**src/rtl/jdc_pkg.sv**
```systemverilog
package jdc_pkg;

    // The two count inputs carried together through the synchronizer.
    typedef struct packed {
        logic up;    // active on rising edge
        logic dn_n;  // active on falling edge
    } count_pins_t;

    // Idle levels of the count inputs; synchronizers reset to these.
    localparam logic IDLE_UP   = 1'b0;
    localparam logic IDLE_DN_N = 1'b1;

endpackage

```
**src/rtl/jdc_sync.sv**
```systemverilog
module jdc_sync #(
    parameter int SYNC_STAGES = 2
) (
    input  logic                 clk_i,
    input  logic                 clear_i,
    input  jdc_pkg::count_pins_t pins_i,
    output logic                 advance_o
);
    import jdc_pkg::*;

    localparam int LAST = SYNC_STAGES - 1;

    typedef struct packed {
        logic [SYNC_STAGES-1:0] up;
        logic [SYNC_STAGES-1:0] dn;
        logic                   up_prev;
        logic                   dn_prev;
    } sync_t;

    sync_t q, d;
    logic  up_now, dn_now, up_rise, dn_fall;

    always_comb begin
        d = q;
        d.up[0] = pins_i.up;
        d.dn[0] = pins_i.dn_n;
        for (int i = 1; i < SYNC_STAGES; i++) begin
            d.up[i] = q.up[i-1];
            d.dn[i] = q.dn[i-1];
        end
        up_now    = q.up[LAST];
        dn_now    = q.dn[LAST];
        d.up_prev = up_now;
        d.dn_prev = dn_now;
        up_rise   = up_now & ~q.up_prev;
        dn_fall   = ~dn_now & q.dn_prev;
        // each edge is gated by the level of the other input; OR merges coincident edges
        advance_o = (up_rise & ~dn_now) | (dn_fall & up_now);
    end

    always_ff @(posedge clk_i or posedge clear_i) begin
        if (clear_i) begin
            q.up      <= {SYNC_STAGES{IDLE_UP}};
            q.dn      <= {SYNC_STAGES{IDLE_DN_N}};
            q.up_prev <= IDLE_UP;
            q.dn_prev <= IDLE_DN_N;
        end else begin
            q <= d;
        end
    end

    // a qualifying edge yields an advance
    p_rise_adv_r2: assert property (@(posedge clk_i) disable iff (clear_i)
        (up_now && !q.up_prev && !dn_now) |-> advance_o);
    p_fall_adv_r3: assert property (@(posedge clk_i) disable iff (clear_i)
        (!dn_now && q.dn_prev && up_now) |-> advance_o);

endmodule

```
**src/rtl/jdc_ring.sv**
```systemverilog
module jdc_ring #(
    parameter int STAGES = 5
) (
    input  logic              clk_i,
    input  logic              clear_i,
    input  logic              advance_i,
    input  logic              load_i,
    input  logic [STAGES-1:0] load_val_i,
    output logic [STAGES-1:0] state_o,
    output logic              legal_o
);
    localparam int MSB = STAGES - 1;
    localparam int CW  = $clog2(STAGES) + 1;

    typedef struct packed {
        logic [STAGES-1:0] ring;
    } ring_t;

    ring_t             q, d;
    logic [STAGES-1:0] stepped;
    logic [CW-1:0]     seams;

    always_comb begin
        // legal Johnson codes have at most one boundary between neighbouring bits
        seams = '0;
        for (int i = 0; i < MSB; i++) begin
            seams = seams + {{(CW-1){1'b0}}, q.ring[i] ^ q.ring[i+1]};
        end
        legal_o = (seams <= CW'(1));

        stepped[0] = ~q.ring[MSB];
        for (int i = 1; i < STAGES; i++) begin
            stepped[i] = q.ring[i-1];
        end

        d = q;
        if (load_i) begin
            d.ring = load_val_i;
        end else if (advance_i) begin
            d.ring = legal_o ? stepped : '0;
        end
        state_o = q.ring;
    end

    always_ff @(posedge clk_i or posedge clear_i) begin
        if (clear_i) q <= '0;
        else         q <= d;
    end

    p_stay_legal_r1: assert property (@(posedge clk_i) disable iff (clear_i)
        (advance_i && !load_i && legal_o) |=> legal_o);
    p_hold_r4: assert property (@(posedge clk_i) disable iff (clear_i)
        (!advance_i && !load_i) |=> $stable(q.ring));
    p_load_r9: assert property (@(posedge clk_i) disable iff (clear_i)
        load_i |=> (q.ring == $past(load_val_i)));
    p_recover_r10: assert property (@(posedge clk_i) disable iff (clear_i)
        (advance_i && !load_i && !legal_o) |=> (q.ring == '0));
    p_one_bit_r12: assert property (@(posedge clk_i) disable iff (clear_i)
        (advance_i && !load_i && legal_o) |=> ($countones(q.ring ^ $past(q.ring)) == 1));

endmodule

```
**src/rtl/jdc_decode.sv**
```systemverilog
module jdc_decode #(
    parameter int STAGES = 5
) (
    input  logic [STAGES-1:0]   state_i,
    output logic [2*STAGES-1:0] dec_o,
    output logic                carry_n_o
);
    localparam int OUTS = 2 * STAGES;
    localparam int MSB  = STAGES - 1;

    // every output reads one pair of bits; only one bit moves per step
    for (genvar k = 0; k < OUTS; k++) begin : g_dec
        if (k == 0) begin : g_zero
            assign dec_o[k] = ~state_i[MSB] & ~state_i[0];
        end else if (k < STAGES) begin : g_fill
            assign dec_o[k] = state_i[k-1] & ~state_i[k];
        end else if (k == STAGES) begin : g_full
            assign dec_o[k] = state_i[MSB] & state_i[0];
        end else begin : g_drain
            assign dec_o[k] = ~state_i[k-STAGES-1] & state_i[k-STAGES];
        end
    end

    assign carry_n_o = ~state_i[MSB];

endmodule

```
**src/rtl/johnson_decade.sv**
```systemverilog
module johnson_decade #(
    parameter int STAGES      = 5,
    parameter int SYNC_STAGES = 2
) (
    input  logic                   clk_i,
    input  logic                   clear_i,
    input  logic                   count_up_i,
    input  logic                   count_dn_n_i,
    input  logic                   load_en_i,
    input  logic [STAGES-1:0]      load_val_i,
    output logic [2*STAGES-1:0]    dec_o,
    output logic                   carry_n_o
);
    import jdc_pkg::*;

    localparam int OUTS = 2 * STAGES;

    count_pins_t       pins;
    logic              advance;
    logic              legal;
    logic [STAGES-1:0] state;

    assign pins.up   = count_up_i;
    assign pins.dn_n = count_dn_n_i;

    jdc_sync #(.SYNC_STAGES(SYNC_STAGES)) u_sync (
        .clk_i     (clk_i),
        .clear_i   (clear_i),
        .pins_i    (pins),
        .advance_o (advance)
    );

    jdc_ring #(.STAGES(STAGES)) u_ring (
        .clk_i      (clk_i),
        .clear_i    (clear_i),
        .advance_i  (advance),
        .load_i     (load_en_i),
        .load_val_i (load_val_i),
        .state_o    (state),
        .legal_o    (legal)
    );

    jdc_decode #(.STAGES(STAGES)) u_decode (
        .state_i   (state),
        .dec_o     (dec_o),
        .carry_n_o (carry_n_o)
    );

    p_onehot_r6: assert property (@(posedge clk_i) disable iff (clear_i)
        legal |-> ($countones(dec_o) == 1));
    p_carry_low_r7: assert property (@(posedge clk_i) disable iff (clear_i)
        (legal && (|dec_o[OUTS-1:STAGES])) |-> !carry_n_o);
    p_carry_high_r7: assert property (@(posedge clk_i) disable iff (clear_i)
        (legal && (|dec_o[STAGES-1:0])) |-> carry_n_o);
    p_clear_r8: assert property (@(posedge clk_i)
        clear_i |-> (dec_o == OUTS'(1) && carry_n_o));

endmodule

```
**config.mk**
```make
export PLATFORM = sky130hd
export DESIGN_NAME = johnson_decade
export DESIGN_NICKNAME = d
export VERILOG_FILES = /design/src/rtl/jdc_pkg.sv /design/src/rtl/jdc_sync.sv /design/src/rtl/jdc_ring.sv /design/src/rtl/jdc_decode.sv /design/src/rtl/johnson_decade.sv
export SDC_FILE = /design/constraint.sdc
export NUM_CORES = 1
export LEC_CHECK = 0
export BUFFER_PORTS_ARGS = -buffer_cell sky130_fd_sc_hd__buf_2
export CORE_MARGIN = 2
export CORE_UTILIZATION = 45
export CTS_BUF_LIST = sky130_fd_sc_hd__clkbuf_4
export DETAILED_ROUTE_END_ITERATION = 8
export HOLD_SLACK_MARGIN = 0.06
export MAX_ROUTING_LAYER = met4
export PLACE_DENSITY = 0.72
export SYNTH_ARGS = -nofsm -noshare
export SYNTH_HDL_FRONTEND = slang
export SYNTH_HIERARCHICAL = 1
export SYNTH_SLANG_ARGS = --single-unit
```
**constraint.sdc**
```tcl
create_clock -name clk_i -period 6 [get_ports clk_i]
set_input_delay 1.2 -clock clk_i [delete_from_list [all_inputs] [get_ports clk_i]]
set_output_delay 1.2 -clock clk_i [all_outputs]
set_load 0.01 [all_outputs]
```
==> results.md, run 1 <==
* Pre-CTS WS at 3643 ps
* Yosys warning total at 6
* Net Count, Synth at 69
* Met2 global-route usage at 22.81%
* Setup violations, final at 0
* DP Area at 757.0 um2
* Crit Path Category: reg2reg
* CP Max Fanout at 8
* Required time worst endpoint at 6140 ps
* Remaining antenna violation count at 0
* Final setup skew at 2.232 ps
* Core area at 0.001318 mm2
* PwrDens at 283.5 mW/mm2
* Grt met1 use at 16.62%
* Pins over their slew limit at 0
* Setup TNS at 0 ps
* Arr. time, crit path at 2510 ps
* Final Cycle Share at 39.48%
* CTS Buf Count at 3
* Buf/Inv on CP at 1
* Largest net degree at the start of global routing at 11
* Initial Utilization at 48.72%
* Met3 usage at 6.522%
* Drt first pass iters at 2
* Postcts setup bufs at 0
* DR iter-0 viols at 2
* Most Crowded Layer GR: met2
* Status: completed
* Reg2reg path depth at 7
* Syn-to-layout area delta at 22.61%
* Final Hold Vio Count at 0
* Cell Chain, Critical Path: xnor2_1, fa_1, inv_1, ha_1, ha_1, and4bb_1, o31a_1
* Tmin final at 2369 ps
* Fill cells at 126
* Routability cong. at 0.6941
* Cell mode on critical path: ha_1
* Worst VDD drop at 0.0001608 V
* Critical-path top delay cell: fa_1
* Leakage at 0.0003957 uW
* Initial antenna violation count at 0
* DRC viols at 0
* Layout cells sized above 1 at 39.24%
* Synth Cell Area at 641.9 um2
* I/O pin total at 21
* Critical path depth at 7
* Final WS setup at 3631 ps
* Reg clk slew, reported paths at 60 ps
* CP Capture Type: flip-flop
* Final global-route overflow total at 0
* Max clock buf depth at 2
* Vias per inst at 4.872
* Drt total wl at 1112 um
* RSZ-0062 raised after global routing: no
* Max Cap Viol at 0
* H-tree Lvls at 1
* GRT Overall Usage at 14.46%
* FMAX at 422.2 MHz
* TritonCTS clock tree: built
* Buffers on Ports at 20
* Die area at 0.001744 mm2
* Cts repair resizes at 0
* Worst Tran Pin Value at 498.6 ps
* Clock tree sinks at 11
* CTS Hold Bufs at 0
* Clk_lat worst skew at 260 ps
* Cell area after layout at 787.0 um2
* Class of the worst hold path: reg2reg
* CP peak stage delay at 540 ps
* CTS Root Cell: clkbuf_4
* Worst Setup Start Kind: flip-flop
* WHS Path Cells at 0
* Per-cell routed wire length at 11.83 um
* Final net count at 93
* Post-DP HPWL at 871.5 um
* Slew HR at 66.61%
* Avg Synthesized Cell Area at 11.46 um2
* DR vias at 458
* Crit path max-delay family: adder cells
* Syn Inst Count at 56
* Num rows at 13
* Die height at 41.77 um
* Diode count at 0
* Vias in the first global route at 443
* First-pass GRT wire length at 1897 um
* Die Span X at 41.77 um
* Final Power at 223.1 uW
## final timing paths
| check | start | end | slack (ps) |
|---|---|---|---|
| max | u_ring/state_o[1] | u_ring/state_o[3] | 3630 |
| min | u_sync/d[3] | u_sync/d[0] | 360 |
| max reg2reg | u_ring/state_o[1] | u_ring/state_o[3] | 3630 |
| min reg2reg | u_sync/d[3] | u_sync/d[0] | 360 |
| max in group asynchronous | clear_i | u_sync/q[0] | 4890 |
| min in group asynchronous | clear_i | u_ring/state_o[4] | 840 |
## cell usage in the layout (no fill, tap or decap), drive strengths merged, types with 2 or more instances in the layout
cell type / instances
o31a: 5
dfrtp: 8
clkbuf: 4
ha: 2
and4bb: 4
dfstp: 3
inv: 5
nand2b: 5
nor2b: 9
buf: 20
xnor2: 3
and2b: 5
## sequential cells by signal, indices dropped and copies added, names as in the netlist
name            count
u_sync/d            4
u_ring/state_o      5
u_sync/q            2
## layout make-up
type                       instances  area [um2]  area share (%)
timing repair buffer              20       100.1           12.72
tap                               15       18.77           2.385
inverter                           5       18.77           2.385
multi-input combinational         39       340.3           43.24
clock buffer                       4       30.03           3.816
sequential                        11       279.0           35.45
## routing by layer
metal / share of wire [%] / vias up
met5: 0 / -
met4: 0.36 / 0
met3: 4.5 / 2
met2: 50 / 12
met1: 45 / 209
li1: - / 235
## through the flow
step           cells  util (%)  hold WS [ps]
2_1_floorplan     56         -         331.2
3_3_place_gp      90     57.45         334.7
3_5_place_dp      90     57.45         343.4
4_1_cts           94     59.73         359.2
5_1_grt           94     59.73         363.9
6_report          94     59.73         361.4
## where the power goes
| group | internal, uW | switching (uW) |
|---|---|---|
| clock | 30.2 | 21.7 |
| combinational | 43.6 | 36.2 |
| sequential | 81.4 | 10.1 |
| total | 155 | 68.0 |
Power figures use the tool's default switching activity.
==> run 2: changes to the inputs <==
--- a/config.mk
+++ b/config.mk
@@ -12,7 +12,7 @@
 export DETAILED_ROUTE_END_ITERATION = 8
 export HOLD_SLACK_MARGIN = 0.06
 export MAX_ROUTING_LAYER = met4
-export PLACE_DENSITY = 0.72
+export PLACE_DENSITY = 0.75
 export SYNTH_ARGS = -nofsm -noshare
 export SYNTH_HDL_FRONTEND = slang
 export SYNTH_HIERARCHICAL = 1
==> constraint.sdc (replaced) <==
create_clock -name clk_i -period 2.1 [get_ports clk_i]
set_input_delay 0.42 -clock clk_i [delete_from_list [all_inputs] [get_ports clk_i]]
set_output_delay 0.42 -clock clk_i [all_outputs]
set_load 0.01 [all_outputs]
==> results.md, run 2 (synthesized netlist as in run 1, its figures left out) <==
* Status: complete, but fails checks (was completed)
* Failing checks: negative setup slack
* First-pass GRT wire length at 2076 um (was 1897 um)
* Setup violations, final at 5 (was 0)
* Reg2reg path depth at 7 (unchanged)
* Routability cong. at 0.7242 (was 0.6941)
* DR iter-0 viols at 9 (was 2)
* Slew HR at 68.28% (was 66.61%)
* Final setup skew at 2.406 ps (was 2.232 ps)
* Hold endpoint: u_sync/d[3] (was u_sync/d[0])
* DRC viols at 0 (unchanged)
* CP Max Fanout at 5 (was 8)
* Final global-route overflow total at 0 (unchanged)
* Worst VDD drop at 0.0004668 V (was 0.0001608 V)
* DR vias at 488 (was 458)
* Hold Startpoint: count_dn_n_i (was u_sync/d[3])
* FMAX at 453.1 MHz (was 422.2 MHz)
* Die Span X at 41.77 um (unchanged)
* Register Area at 281.5 um2 (was 279.0 um2)
* I/O pin total at 21 (unchanged)
* Critical R2R Launch: u_ring/state_o[2] (was u_ring/state_o[1])
* Initial Utilization at 48.72% (unchanged)
* Tmin final at 2207 ps (was 2369 ps)
* Postcts setup bufs at 0 (unchanged)
* PwrDens at 815.0 mW/mm2 (was 283.5 mW/mm2)
* Max reg flops at 5 (unchanged)
* Most common cell after layout, fill and taps aside: buf_2 (unchanged)
* CP Capture Type: flip-flop (unchanged)
* Die area at 0.001744 mm2 (unchanged)
* Area of the multi-input gates at 362.8 um2 (was 340.3 um2)
* Final WS setup at -107.1 ps (was 3631 ps)
* DP Area at 812.0 um2 (was 757.0 um2)
* Drt total wl at 1200 um (was 1112 um)
* Max Cap Viol at 0 (unchanged)
* Worst Setup Start Kind: flip-flop (unchanged)
* Vias per inst at 4.929 (was 4.872)
* Remaining antenna violation count at 0 (unchanged)
* Required time worst endpoint at 2250 ps (was 6140 ps)
* Crit Path Category: reg2reg (unchanged)
* Final Hold Vio Count at 0 (unchanged)
* TritonCTS clock tree: built (unchanged)
* Final Power at 692.4 uW (was 223.1 uW)
* Drt first pass iters at 4 (was 2)
* Reg clk slew, reported paths at 70 ps (was 60 ps)
* Syn-to-layout area delta at 32.36% (was 22.61%)
* Clk_lat worst skew at 270 ps (was 260 ps)
* Class of the worst hold path: in2reg (was reg2reg)
* Clock tree sinks at 11 (unchanged)
* Core area at 0.001318 mm2 (unchanged)
* Reg2reg end: u_ring/state_o[1] (was u_ring/state_o[3])
* Die height at 41.77 um (unchanged)
* Critical-path top delay cell: fa_1 (unchanged)
* Pins over their slew limit at 0 (unchanged)
* Arr. time, crit path at 2360 ps (was 2510 ps)
* Layout cells sized above 1 at 47.62% (was 39.24%)
* Final hold slack at 243.7 ps (was 361.4 ps)
* GRT Overall Usage at 16.24% (was 14.46%)
* CTS Root Cell: clkbuf_4 (unchanged)
* Cts repair resizes at 0 (unchanged)
* Worst Tran Pin Value at 473.7 ps (was 498.6 ps)
* Largest net degree at the start of global routing at 11 (unchanged)
* Fill cells at 115 (was 126)
* Vias in the first global route at 497 (was 443)
* Post-DP HPWL at 933 um (was 871.5 um)
* Buffers on Ports at 20 (unchanged)
* Diode count at 0 (unchanged)
* Final net count at 98 (was 93)
* Reg2reg setup slack at -110 ps (was 3630 ps)
* Per-cell routed wire length at 12.12 um (was 11.83 um)
* Max clock buf depth at 2 (unchanged)
* CTS Buf Count at 3 (unchanged)
* Cell Chain, Critical Path: xnor2_2, fa_1, inv_1, ha_2, ha_4, and4bb_1, o31a_1 (was xnor2_1, fa_1, inv_1, ha_1, ha_1, and4bb_1, o31a_1)
* Initial antenna violation count at 0 (unchanged)
* H-tree Lvls at 1 (unchanged)
* Final Cycle Share at 105.1% (was 39.48%)
* RSZ-0062 raised after global routing: yes (was no)
* WHS Path Cells at 1 (was 0)
* Num rows at 13 (unchanged)
* CP peak stage delay at 530 ps (was 540 ps)
* Fin util at 64.48% (was 59.73%)
* Most frequent cells in the layout: 20 x buf_2, 8 x nor2b_1, 6 x dfrtp_1 (was 20 x buf_2, 8 x nor2b_1, 8 x dfrtp_1)
* Cell area after layout at 849.6 um2 (was 787.0 um2)
* Leakage at 0.0004199 uW (was 0.0003957 uW)
-- run 2: cell types whose count changed in the layout (fill, tap and decap cells not counted), sizes merged --
cell | before | now
clkinv | 0 | 1
buf | 20 | 24
clkbuf | 4 | 3
dlygate4sd3 | 0 | 1
-- run 2: metal layers --
layer,GRT usage [%],up-vias,wire (um)
li1,-,245,-
met1,17.50,230,511
met2,29.06,13,612
met3,2.174,0,76
met4,7.742,0,0
met5,-,-,0
-- run 2: area by class of cell --
class                   count  share of cell area [%]
multi-input cells          39                   42.71
repair buffers             25                   16.49
clock buffers               3                   2.651
flip-flops and latches     11                   33.14
well taps                  15                   2.209
clock inverters             1                  0.5891
inverters                   5                   2.209
-- run 2: how the worst max path moves through the flow --
stage	end	slack (ps)	cells past startpoint	from
after floorplan	u_ring/state_o[2]	-50	7	u_ring/state_o[2]
after CTS	u_ring/state_o[4]	-100	7	u_ring/state_o[1]
after detailed placement	u_ring/state_o[3]	-100	7	u_ring/state_o[2]
after global routing	u_ring/state_o[4]	-180	7	u_ring/state_o[1]
after global placement	u_ring/state_o[1]	-70	7	u_ring/state_o[2]
final	u_ring/state_o[1]	-110	7	u_ring/state_o[2]
-- run 2: repair_timing --
item | in CTS | in global routing
hold buffers | 1 | 0
hold endpoints to repair | 8 | 0
pin swaps | 3 | 1
setup endpoints to repair | 5 | 5
-- run 2: stage by stage --
step           instances  setup WS (ps)  TNS (ps)
4_1_cts               99         -104.0    -409.5
3_3_place_gp          94         -71.46    -273.7
6_report              99         -107.1    -410.7
5_1_grt               99         -182.6    -849.6
3_5_place_dp          94         -102.8    -411.8
2_1_floorplan         56         -50.18    -198.0
-- run 2: worst max-delay path: cells and delay by family (launching register included) --
kind / cells / cell delay (ps)
AOI/OAI and AO/OA: 1 / 270
xor gates and xnor gates: 1 / 150
adders and majority gates: 3 / 1000
buffers and inverters: 1 / 50
DFF: 1 / 440
and+or+nand+nor: 1 / 180
-- run 2: report_power, final --
part           internal (uW)  switching (uW)
registers                233            17.8
clock network           70.4            73.5
logic                    168             130
total                    471             221
